**config.mk**
```make
export PLATFORM = sky130hd
export DESIGN_NAME = i80_panel_writer
export DESIGN_NICKNAME = d
export VERILOG_FILES = /design/src/rtl/i80_pkg.sv /design/src/rtl/i80_trigger_ctrl.sv /design/src/rtl/i80_strobe_seq.sv /design/src/rtl/i80_irq_ctrl.sv /design/src/rtl/i80_panel_writer.sv
export SDC_FILE = /design/constraint.sdc
export NUM_CORES = 1
export LEC_CHECK = 0
export ABC_AREA = 1
export BUFFER_PORTS_ARGS = -buffer_cell sky130_fd_sc_hd__buf_2
export CORE_MARGIN = 2
export CORE_UTILIZATION = 47
export CTS_BUF_LIST = sky130_fd_sc_hd__clkbuf_2 sky130_fd_sc_hd__clkbuf_4 sky130_fd_sc_hd__clkbuf_8
export CTS_CLUSTER_DIAMETER = 120
export CTS_CLUSTER_SIZE = 12
export DETAILED_ROUTE_END_ITERATION = 8
export PLACE_DENSITY = 0.77
export REMOVE_ABC_BUFFERS = 1
export SETUP_SLACK_MARGIN = 0.1
export SKIP_CTS_REPAIR_TIMING = 1
export SYNTH_ARGS = -nofsm -noshare
export SYNTH_HDL_FRONTEND = slang
export SYNTH_SLANG_ARGS = --single-unit
```
**constraint.sdc**
```tcl
create_clock -name clk -period 2 [get_ports clk]
set_clock_uncertainty 0.05 [all_clocks]
set_input_delay 0.6 -clock clk [delete_from_list [all_inputs] [get_ports clk]]
set_output_delay 0.6 -clock clk [all_outputs]
set_load 0.01 [all_outputs]
```
**src/rtl/i80_pkg.sv**
```systemverilog
package i80_pkg;

  localparam int FIELD_W       = 4;
  localparam int CFG_EN_BIT    = 0;
  localparam int CFG_HOLD_LSB  = 4;
  localparam int CFG_ACT_LSB   = 8;
  localparam int CFG_WRS_LSB   = 12;
  localparam int CFG_CSS_LSB   = 16;

  localparam int TRG_MODE_BIT  = 0;
  localparam int TRG_SW_BIT    = 1;
  localparam int TRG_HW_BIT    = 3;
  localparam int TRG_MASK_BIT  = 4;
  localparam int TRG_PERTE_BIT = 31;

  typedef struct packed {
    logic [FIELD_W-1:0] css;
    logic [FIELD_W-1:0] wrs;
    logic [FIELD_W-1:0] act;
    logic [FIELD_W-1:0] hold;
  } i80_timing_t;

  typedef enum logic [2:0] {
    PH_IDLE  = 3'd0,
    PH_FETCH = 3'd1,
    PH_CSS   = 3'd2,
    PH_WRS   = 3'd3,
    PH_ACT   = 3'd4,
    PH_HOLD  = 3'd5
  } phase_e;

  function automatic i80_timing_t decode_timing(input logic [31:0] cfg);
    i80_timing_t t;
    t.css  = cfg[CFG_CSS_LSB  +: FIELD_W];
    t.wrs  = cfg[CFG_WRS_LSB  +: FIELD_W];
    t.act  = cfg[CFG_ACT_LSB  +: FIELD_W];
    t.hold = cfg[CFG_HOLD_LSB +: FIELD_W];
    return t;
  endfunction

  // strobe-low time never drops below one cycle
  function automatic logic [FIELD_W-1:0] active_len(input i80_timing_t t);
    return (t.act == '0) ? FIELD_W'(1) : t.act;
  endfunction

  // first phase after a pixel is taken, skipping empty ones
  function automatic phase_e lead_phase(input i80_timing_t t);
    if (t.css != '0)      return PH_CSS;
    else if (t.wrs != '0) return PH_WRS;
    else                  return PH_ACT;
  endfunction

  // counter preload (length - 1) for a phase that is being entered
  function automatic logic [FIELD_W-1:0] phase_count(input phase_e p, input i80_timing_t t);
    case (p)
      PH_CSS:  return t.css - 1'b1;
      PH_WRS:  return t.wrs - 1'b1;
      PH_ACT:  return active_len(t) - 1'b1;
      PH_HOLD: return t.hold - 1'b1;
      default: return '0;
    endcase
  endfunction

  function automatic logic phase_selects(input phase_e p);
    return (p == PH_CSS) || (p == PH_WRS) || (p == PH_ACT) || (p == PH_HOLD);
  endfunction

endpackage

```
**src/rtl/i80_trigger_ctrl.sv**
```systemverilog
module i80_trigger_ctrl
  import i80_pkg::*;
#(
  parameter int SYNC_STAGES = 2
) (
  input  logic        clk,
  input  logic        rst_n,
  input  logic        trig_we,
  input  logic [31:0] trig_wdata,
  input  logic        te_in,
  input  logic        if_en,
  input  logic        busy,
  output logic        start
);

  logic hw_en_q, hw_mask_q, per_te_q, armed_q;
  logic [SYNC_STAGES-1:0] te_sync;
  logic te_d;
  logic te_rise;
  logic sw_req, hw_req;
  logic wdata_unused;

  assign wdata_unused = ^{trig_wdata[30:5], trig_wdata[2]};

  // tearing-effect synchronizer
  generate
    if (SYNC_STAGES == 1) begin : g_sync1
      always_ff @(posedge clk or negedge rst_n)
        if (!rst_n) te_sync <= '0;
        else        te_sync <= te_in;
    end else begin : g_syncn
      always_ff @(posedge clk or negedge rst_n)
        if (!rst_n) te_sync <= '0;
        else        te_sync <= {te_sync[SYNC_STAGES-2:0], te_in};
    end
  endgenerate

  always_ff @(posedge clk or negedge rst_n)
    if (!rst_n) te_d <= 1'b0;
    else        te_d <= te_sync[SYNC_STAGES-1];

  assign te_rise = te_sync[SYNC_STAGES-1] & ~te_d;

  assign sw_req = trig_we & trig_wdata[TRG_SW_BIT] & trig_wdata[TRG_MODE_BIT];
  assign hw_req = te_rise & hw_en_q & ~hw_mask_q & (per_te_q | armed_q);
  assign start  = if_en & ~busy & (sw_req | hw_req);

  // stored trigger word bits; the command bit is never stored
  always_ff @(posedge clk or negedge rst_n) begin
    if (!rst_n) begin
      hw_en_q   <= 1'b0;
      hw_mask_q <= 1'b0;
      per_te_q  <= 1'b0;
      armed_q   <= 1'b0;
    end else if (trig_we) begin
      hw_en_q   <= trig_wdata[TRG_HW_BIT];
      hw_mask_q <= trig_wdata[TRG_MASK_BIT];
      per_te_q  <= trig_wdata[TRG_PERTE_BIT];
      armed_q   <= trig_wdata[TRG_HW_BIT];
    end else if (start && hw_req && !per_te_q) begin
      armed_q   <= 1'b0;
    end
  end

  assert_one_shot_disarms_R6: assert property (@(posedge clk) disable iff (!rst_n)
    (start && hw_req && !per_te_q && !trig_we) |=> !armed_q);

endmodule

```
**src/rtl/i80_strobe_seq.sv**
```systemverilog
module i80_strobe_seq
  import i80_pkg::*;
#(
  parameter int DATA_W       = 16,
  parameter int FRAME_PIXELS = 8
) (
  input  logic              clk,
  input  logic              rst_n,
  input  logic              start,
  input  i80_timing_t       timing_i,
  input  logic              pix_valid,
  input  logic [DATA_W-1:0] pix_data,
  output logic              pix_ready,
  output logic              cs_n,
  output logic              wr_n,
  output logic [DATA_W-1:0] bus_data,
  output logic              busy,
  output logic              frame_done
);

  localparam int PCW = (FRAME_PIXELS > 1) ? $clog2(FRAME_PIXELS) : 1;
  localparam logic [PCW-1:0] LAST_PIX = PCW'(FRAME_PIXELS - 1);

  phase_e state, nxt_state;
  logic [FIELD_W-1:0] cnt, nxt_cnt;
  logic [PCW-1:0] pix_cnt, nxt_pix;
  i80_timing_t tq;
  logic pixel_end;

  always_comb begin
    nxt_state  = state;
    nxt_cnt    = cnt;
    nxt_pix    = pix_cnt;
    pix_ready  = 1'b0;
    pixel_end  = 1'b0;
    frame_done = 1'b0;
    case (state)
      PH_IDLE: begin
        if (start) begin
          nxt_state = PH_FETCH;
          nxt_pix   = '0;
        end
      end
      PH_FETCH: begin
        pix_ready = 1'b1;
        if (pix_valid) begin
          nxt_state = lead_phase(tq);
          nxt_cnt   = phase_count(nxt_state, tq);
        end
      end
      PH_CSS: begin
        if (cnt == '0) begin
          nxt_state = (tq.wrs != '0) ? PH_WRS : PH_ACT;
          nxt_cnt   = phase_count(nxt_state, tq);
        end else nxt_cnt = cnt - 1'b1;
      end
      PH_WRS: begin
        if (cnt == '0) begin
          nxt_state = PH_ACT;
          nxt_cnt   = phase_count(PH_ACT, tq);
        end else nxt_cnt = cnt - 1'b1;
      end
      PH_ACT: begin
        if (cnt == '0) begin
          if (tq.hold != '0) begin
            nxt_state = PH_HOLD;
            nxt_cnt   = phase_count(PH_HOLD, tq);
          end else pixel_end = 1'b1;
        end else nxt_cnt = cnt - 1'b1;
      end
      PH_HOLD: begin
        if (cnt == '0) pixel_end = 1'b1;
        else           nxt_cnt = cnt - 1'b1;
      end
      default: nxt_state = PH_IDLE;
    endcase
    if (pixel_end) begin
      if (pix_cnt == LAST_PIX) begin
        nxt_state  = PH_IDLE;
        frame_done = 1'b1;
      end else begin
        nxt_state = PH_FETCH;
        nxt_pix   = pix_cnt + 1'b1;
      end
    end
  end

  always_ff @(posedge clk or negedge rst_n) begin
    if (!rst_n) begin
      state    <= PH_IDLE;
      cnt      <= '0;
      pix_cnt  <= '0;
      tq       <= '0;
      bus_data <= '0;
      cs_n     <= 1'b1;
      wr_n     <= 1'b1;
    end else begin
      state   <= nxt_state;
      cnt     <= nxt_cnt;
      pix_cnt <= nxt_pix;
      cs_n    <= ~phase_selects(nxt_state);
      wr_n    <= (nxt_state != PH_ACT);
      if (state == PH_IDLE && start) tq <= timing_i;
      if (state == PH_FETCH && pix_valid) bus_data <= pix_data;
    end
  end

  assign busy = (state != PH_IDLE);

  assert_strobe_inside_select_R3: assert property (@(posedge clk) disable iff (!rst_n)
    !wr_n |-> !cs_n);

  assert_data_held_R3: assert property (@(posedge clk) disable iff (!rst_n)
    (!cs_n && $past(!cs_n)) |-> $stable(bus_data));

  assert_fetch_deselects_R3: assert property (@(posedge clk) disable iff (!rst_n)
    (state == PH_FETCH) |-> cs_n);

  assert_take_only_when_ready_R4: assert property (@(posedge clk) disable iff (!rst_n)
    $fell(cs_n) |-> $past(pix_ready && pix_valid));

endmodule

```
**src/rtl/i80_irq_ctrl.sv**
```systemverilog
module i80_irq_ctrl (
  input  logic clk,
  input  logic rst_n,
  input  logic frame_done,
  input  logic irq_clr,
  output logic irq
);

  // a completion in the same cycle as a clear wins
  always_ff @(posedge clk or negedge rst_n)
    if (!rst_n)          irq <= 1'b0;
    else if (frame_done) irq <= 1'b1;
    else if (irq_clr)    irq <= 1'b0;

  assert_pending_sticky_R10: assert property (@(posedge clk) disable iff (!rst_n)
    (irq && !irq_clr) |=> irq);

endmodule

```
**src/rtl/i80_panel_writer.sv**
```systemverilog
module i80_panel_writer
  import i80_pkg::*;
#(
  parameter int DATA_W       = 16,
  parameter int FRAME_PIXELS = 8,
  parameter int SYNC_STAGES  = 2
) (
  input  logic              clk,
  input  logic              rst_n,
  input  logic [31:0]       cfg_timing,
  input  logic              trig_we,
  input  logic [31:0]       trig_wdata,
  input  logic              te_in,
  input  logic              pix_valid,
  input  logic [DATA_W-1:0] pix_data,
  output logic              pix_ready,
  input  logic              irq_clr,
  output logic              lcd_cs_n,
  output logic              lcd_wr_n,
  output logic [DATA_W-1:0] lcd_data,
  output logic              busy,
  output logic              irq
);

  logic start;
  logic frame_done;
  logic if_en;
  i80_timing_t timing;
  logic cfg_unused;

  assign if_en      = cfg_timing[CFG_EN_BIT];
  assign timing     = decode_timing(cfg_timing);
  assign cfg_unused = ^{cfg_timing[31:20], cfg_timing[3:1]};

  i80_trigger_ctrl #(.SYNC_STAGES(SYNC_STAGES)) u_trig (
    .clk        (clk),
    .rst_n      (rst_n),
    .trig_we    (trig_we),
    .trig_wdata (trig_wdata),
    .te_in      (te_in),
    .if_en      (if_en),
    .busy       (busy),
    .start      (start)
  );

  i80_strobe_seq #(.DATA_W(DATA_W), .FRAME_PIXELS(FRAME_PIXELS)) u_seq (
    .clk        (clk),
    .rst_n      (rst_n),
    .start      (start),
    .timing_i   (timing),
    .pix_valid  (pix_valid),
    .pix_data   (pix_data),
    .pix_ready  (pix_ready),
    .cs_n       (lcd_cs_n),
    .wr_n       (lcd_wr_n),
    .bus_data   (lcd_data),
    .busy       (busy),
    .frame_done (frame_done)
  );

  i80_irq_ctrl u_irq (
    .clk        (clk),
    .rst_n      (rst_n),
    .frame_done (frame_done),
    .irq_clr    (irq_clr),
    .irq        (irq)
  );

  assert_busy_after_start_R9: assert property (@(posedge clk) disable iff (!rst_n)
    start |=> busy);

  assert_irq_at_end_R10: assert property (@(posedge clk) disable iff (!rst_n)
    $fell(busy) |-> irq);

  assert_disabled_no_start_R8: assert property (@(posedge clk) disable iff (!rst_n)
    (!busy && !if_en) |=> !busy);

endmodule

```
=== After elaboration in Yosys (flattened, before gate mapping) ===
Index checks and enable logic that the tools add are counted.

* Word-level logic and storage cells: 116
* Output and inout port bits: 21
* Bits in registers: 52
* Bits in read-only memories: 0
* Bits of input ports: 86
* RAM bits: 0
* Latch bits: 0
* Memories: 0

* Equal/unequal tests: 22
* Add/sub/neg operators: 6
* Order comparisons: 0
* Div/mod/pow operators: 0
* Multipliers: 0
* Reduce and logical (&&, ||, !) cells: 19
* Bitwise operators: 14
* Muxes and demuxes: 38
* Shift-type cells: 0

{| class="wikitable"
|+ Operators by type and width
! operator !! number
|-
| two-way mux 3 bit || 15
|-
| case mux 4 bit (4 select lines) || 2
|-
| two-way mux 4 bit || 7
|-
| equality test 3 bit, second input constant || 9
|-
| equality test 3 x 2 -> 1 bit, second input constant || 8
|-
| case mux 4 bit (5 select lines) || 1
|-
| subtractor 4 x 1 -> 4 bit, second input constant || 5
|-
| case mux 3 bit (6 select lines) || 1
|-
| nonzero test 4 bit || 3
|-
| two-way mux 1 bit || 11
|-
| AND 1 bit || 8
|-
| logical NOT 4 bit || 2
|-
| inequality test 3 bit, second input constant || 2
|-
| nonzero test 5 bit || 1
|-
| logical AND 1 bit || 4
|-
| inequality test 2 bit, second input constant || 2
|-
| NOT 1 bit || 4
|-
| AND reduction 4 bit || 1
|-
| nonzero test 2 bit || 2
|-
| adder 3 x 1 -> 3 bit, second input constant || 1
|-
| equality test 3 x 1 -> 1 bit, second input constant || 1
|-
| logical NOT 3 bit || 1
|-
| logical OR 1 bit || 3
|-
| nonzero test 3 bit || 1
|-
| 3 further kinds || 4
|}

=== Depth between registers and ports, before layout ===
* Depth in word-level cells: 15
* Depth in mapped cells: 11
* Mapped depth without buffers: 11

=== By module ===
From an unflattened synthesis, not the netlist that was laid out.

* Cells, all modules: 370
* Area total of the unflattened synthesis: 2816.5 um^2

{| class="wikitable"
|+ Modules (own cells, without submodules)
! module !! seq. area each (um^2) !! cells each !! times used !! area an instance (um^2)
|-
| i80_strobe_seq || 1103.6 || 333 || 1 || 2499.9
|-
| i80_trigger_ctrl || 175.2 || 32 || 1 || 276.5
|-
| i80_irq_ctrl || 25.0 || 5 || 1 || 40.0
|}

=== Worst setup path after synthesis ===
No wires, ideal clock.

* Kind: register to register
* From: register u_seq.tq[6] in the netlist's numbering
* To: register u_seq.cnt[2]
* Path buffers: 0
* Clock period less this slack: 1.537 ns
* Data required time: 1.833 ns
* Arrival time: 1.369 ns
* Stages on the path, launching flop included: 12
* Library setup time: 0.117 ns
* Setup slack: 0.463 ns
* Cell sequence: dfrtp_1 -> nor2_1 -> a21oi_1 -> ha_1 -> xnor2_1 -> nor2_1 -> nor2_1 -> nand2_1 -> nand2_1 -> nand2_1 -> nand3_1 -> nand2_1

* Cells in the longest elaborated chain, start to end: 6
* Elaborated cells on any way between the ends: 9
* Those cells by class: 1 x add/sub; 7 x mux; 1 x reduce/logical

{| class="wikitable"
|+ RTL lines
! element !! RTL line !! RTL
|-
| start, declared || i80_strobe_seq.sv:27 || <nowiki>i80_timing_t tq;</nowiki>
|-
| start signal, assigned || i80_strobe_seq.sv:103 || <nowiki>if (state == PH_IDLE && start) tq <= timing_i;</nowiki>
|-
| logical NOT 4 bit || i80_pkg.sv:43 || <nowiki>return (t.act == '0) ? FIELD_W'(1) : t.act;</nowiki>
|-
| two-way mux 4 bit * || i80_pkg.sv:43 ||
|-
| subtractor 4 x 1 -> 4 bit * || i80_pkg.sv:58 || <nowiki>PH_ACT: return active_len(t) - 1'b1;</nowiki>
|-
| case mux 4 bit (4 select lines) || i80_pkg.sv:55 || <nowiki>case (p)</nowiki>
|-
| two-way mux 4 bit, on equally long branches || i80_strobe_seq.sv:52, i80_strobe_seq.sv:46 ||
|-
| case mux 4 bit (5 select lines) * || i80_strobe_seq.sv:37 || <nowiki>case (state)</nowiki>
|-
| end signal, assigned || i80_strobe_seq.sv:99 || <nowiki>cnt <= nxt_cnt;</nowiki>
|-
| end, declared || i80_strobe_seq.sv:25 || <nowiki>logic [FIELD_W-1:0] cnt, nxt_cnt;</nowiki>
|}

Every way passes the cells marked *; elsewhere a longest branch is shown, timed or not. The select of a mux whose other input is x is not followed.
A chain may end at the register's enable or synchronous reset.

=== Worst setup path after layout ===
* From: register u_seq.state[2]
* To: output pix_ready

* Cells in the longest elaborated chain, start to end: 2

{| class="wikitable"
|+ RTL lines
! element !! RTL line !! RTL
|-
| start, declared || i80_strobe_seq.sv:24 || <nowiki>phase_e state, nxt_state;</nowiki>
|-
| start signal, assigned || i80_strobe_seq.sv:98 || <nowiki>state <= nxt_state;</nowiki>
|-
| equality test 3 x 1 -> 1 bit || i80_strobe_seq.sv:37 ||
|-
| two-way mux 1 bit || i80_strobe_seq.sv:37 ||
|-
| end, declared || i80_panel_writer.sv:16 || <nowiki>output logic pix_ready,</nowiki>
|}

No other way between the ends.

==> results.cfg <==
[outcome]
status = finished, final reports clean

[routing]
drc = 0
num_vias = 2553
viasPerCell = 4.87
drtIter0Drc = 137
wl_per_cell_um = 12.2
ant_nets = 0
drt-pass1-iter-count = 4
wl_um = 6410

[power]
leakagePower_nw = 1.92
power_density_nw_per_um2 = 1500
peakVddDrop_uv = 685
netSwitchingPower_mw = 2.30
p_sw_share_pct = 43.9
pwr-share-comb_pct = 50.4
p_clk_share_pct = 15.0
p_int_mw = 2.93
power_mw = 5.23
pwr-share-seq_pct = 34.6

[final_layout]
final_core_util_pct = 59.5
fin_nets = 546
fill_cells = 508
drive_above_1_share_pct = 25.4
antenna_cells = 0
area_delta_synth_final_pct = 23.9

[timing]
fmax_ghz = 0.523
hold_viol_final = 0
max_slew.worst_pin.slew_ps = 311
min_period_over_period_pct = 95.6
fin_crit_ps = 1910
finalMaxSlewViolations = 0
fin_ws_ps = 88.0
whs_ps = 199
relSlewSlack_pct = 79.2
setup_viol = 0
rsz0062_at_grt = yes

[synthesis]
ys_seq_elements = 52
yosys-top-cells-area = dfrtp_1 (45%), nand2_1 (18%), ha_1 (5.3%)
seq_area_frac_synth_pct = 46.4
avgSynthCellArea_um2 = 7.58
syn-instance-count = 371
ys_warn_count = 0
ys_types = 26
netlist_area_um2 = 2810
synth_top_area_cell = dfrtp_1
yosysTopAreaCellShare_pct = 44.5

[grt]
antenna_found_initial = 0
grt_pass1_wl_um = 10700
overflow = 0
grt_max_degree = 53
grt.total_usage_pct = 20.6
grt_pass1_vias = 2471

[placed_design]
gp_congestion = 0.948
dpl_worst_slack_ps = 156
dp_hpwl_um = 4630
io_buffers = 64

[floorplan]
core_um2 = 5850
core.rowCount = 28
ios = 107
die_x_um = 81.3
die_h_um = 81.3
start_util_pct = 48.1
die_area_um2 = 6620

[setup_path]
path_class = reg -> out
endpoint_kind = primary output
start_kind = register
cp_data_arrival_time_ps = 1260
timing.rr.start = u_seq.cnt[1]$_DFFE_PN0P_
reg2reg_depth = 9
cp.required_ps = 1350
r2r_slack_ps = 220
worstPathMaxFanout = 6
r2r-end = u_seq.pix_cnt[0]$_DFF_PN0_

[clocking]
htree_levels = 2
clockBufferDepth = 2
insertion_delay_ps = 320
clkSlewWorstSetupHoldPaths_ps = 100
cts_inserted_buffers = 5
tritoncts = yes
clkSinkCount = 52
root_buffer = clkbuf_8

[job]
cap_violations = 0

[min_path]
holdCritPathClass = in -> async
[flip-flops by register name (all words and copies together) (netlist names), 2 cells and up]
signal	cells
u_seq.state	3
u_seq.tq	16
u_trig.te_sync	2
u_seq.pix_cnt	3
u_seq.bus_data	16
u_seq.cnt	4
[cells in the mapped netlist]
master	count
inv_2	4
o21ai_1	3
nand2_2	4
nand3_1	26
dfrtp_1	50
mux2_2	2
o22ai_1	1
nor2_1	29
o21ai_0	19
nor2_8	1
o211ai_1	4
nand2_1	138
o211ai_2	1
a21oi_1	15
inv_4	1
ha_1	12
xnor2_1	2
clkinv_1	1
nor2_2	4
dfstp_2	2
nand4_1	2
nor2_4	1
xor2_1	3
inv_1	40
a31oi_1	1
buf_2	5
[through the flow]
| step | area (um2) | TNS [ps] | cells |
|---|---|---|---|
| after global placement | 3260 | 0 | 509 |
| after CTS | 3380 | -14.0 | 517 |
| after floorplan | 2790 | 0 | 366 |
| after global routing | 3480 | 0 | 524 |
| final | 3480 | 0 | 524 |
| after detailed placement | 3260 | 0 | 509 |
[layout make-up]
cell class	instances	area (um2)	share of cell area [%]
clock buffers	6	82.6	2.37
clock inverters	2	38.8	1.11
well taps	75	93.8	2.69
inverters	46	175	5.03
multi-input cells	268	1350	38.7
flip-flops and latches	52	1310	37.5
repair buffers	75	438	12.6
[critical path, cell delays in order, from the launching register on]
cell and delay (ps):
dfrtp_2 480, nor2_4 150, nand2_2 110, inv_2 80, buf_2 130
[logic make-up (layout without fill, tap and decap cells)]
group           Yosys count  in the layout  synth area share (%)
compound gates           44             44                  8.54
xor+xnor                  5              5                  1.56
fa+ha+maj                12             12                  5.34
buf+inv                  51            129                  7.12
flops                    52             52                  46.4
mux                       2              2                 0.801
simple gates            205            205                  30.3
[how the worst max path moves through the flow]
stage,end,from,slack (ps)
after global placement,u_seq.state[0]$_DFF_PN0_,u_seq.tq[8]$_DFFE_PN0P_,190
after floorplan,u_seq.cnt[2]$_DFFE_PN0P_,u_seq.tq[6]$_DFFE_PN0P_,460
after global routing,pix_ready,u_seq.state[2]$_DFF_PN0_,50
final,pix_ready,u_seq.state[2]$_DFF_PN0_,90
after CTS,pix_ready,u_seq.state[2]$_DFF_PN0_,-10
after detailed placement,u_seq.wr_n$_DFF_PN1_,u_seq.tq[8]$_DFFE_PN0P_,160
[layer usage]
layer | up-vias | wire (um) | GRT usage, %
li1 | 1316 | - | -
met1 | 1152 | 2860 | 25.8
met2 | 77 | 3050 | 35.2
met3 | 8 | 403 | 4.78
met4 | 0 | 99 | 6.78
met5 | - | 0 | 0
[layout by cell type, fill, tap and decap left out, types with 3 or more instances in the layout]
cell,instances
o21ai_0,19
o21ai_1,3
xor2_1,3
nand2_1,137
o211ai_1,4
dfrtp_1,48
inv_1,38
nand2_2,4
nand3_1,25
a21oi_1,14
nor2_4,3
buf_2,63
nor2_2,4
clkbuf_8,6
buf_4,8
ha_1,11
nor2_1,27
inv_2,6
[power by group through the flow]
stage | Combinational, mW | Clock, mW | Sequential [mW]
6_report | 2.64 | 0.784 | 1.81
5_1_grt | 3.02 | 0.823 | 1.86
4_1_cts | 2.44 | 0.786 | 1.80
2_1_floorplan | 1.66 | 0 | 1.84
3_3_place_gp | 2.34 | 0 | 1.80
3_5_place_dp | 2.43 | 0 | 1.81
Note: power is estimated with default switching activity, not from simulation.
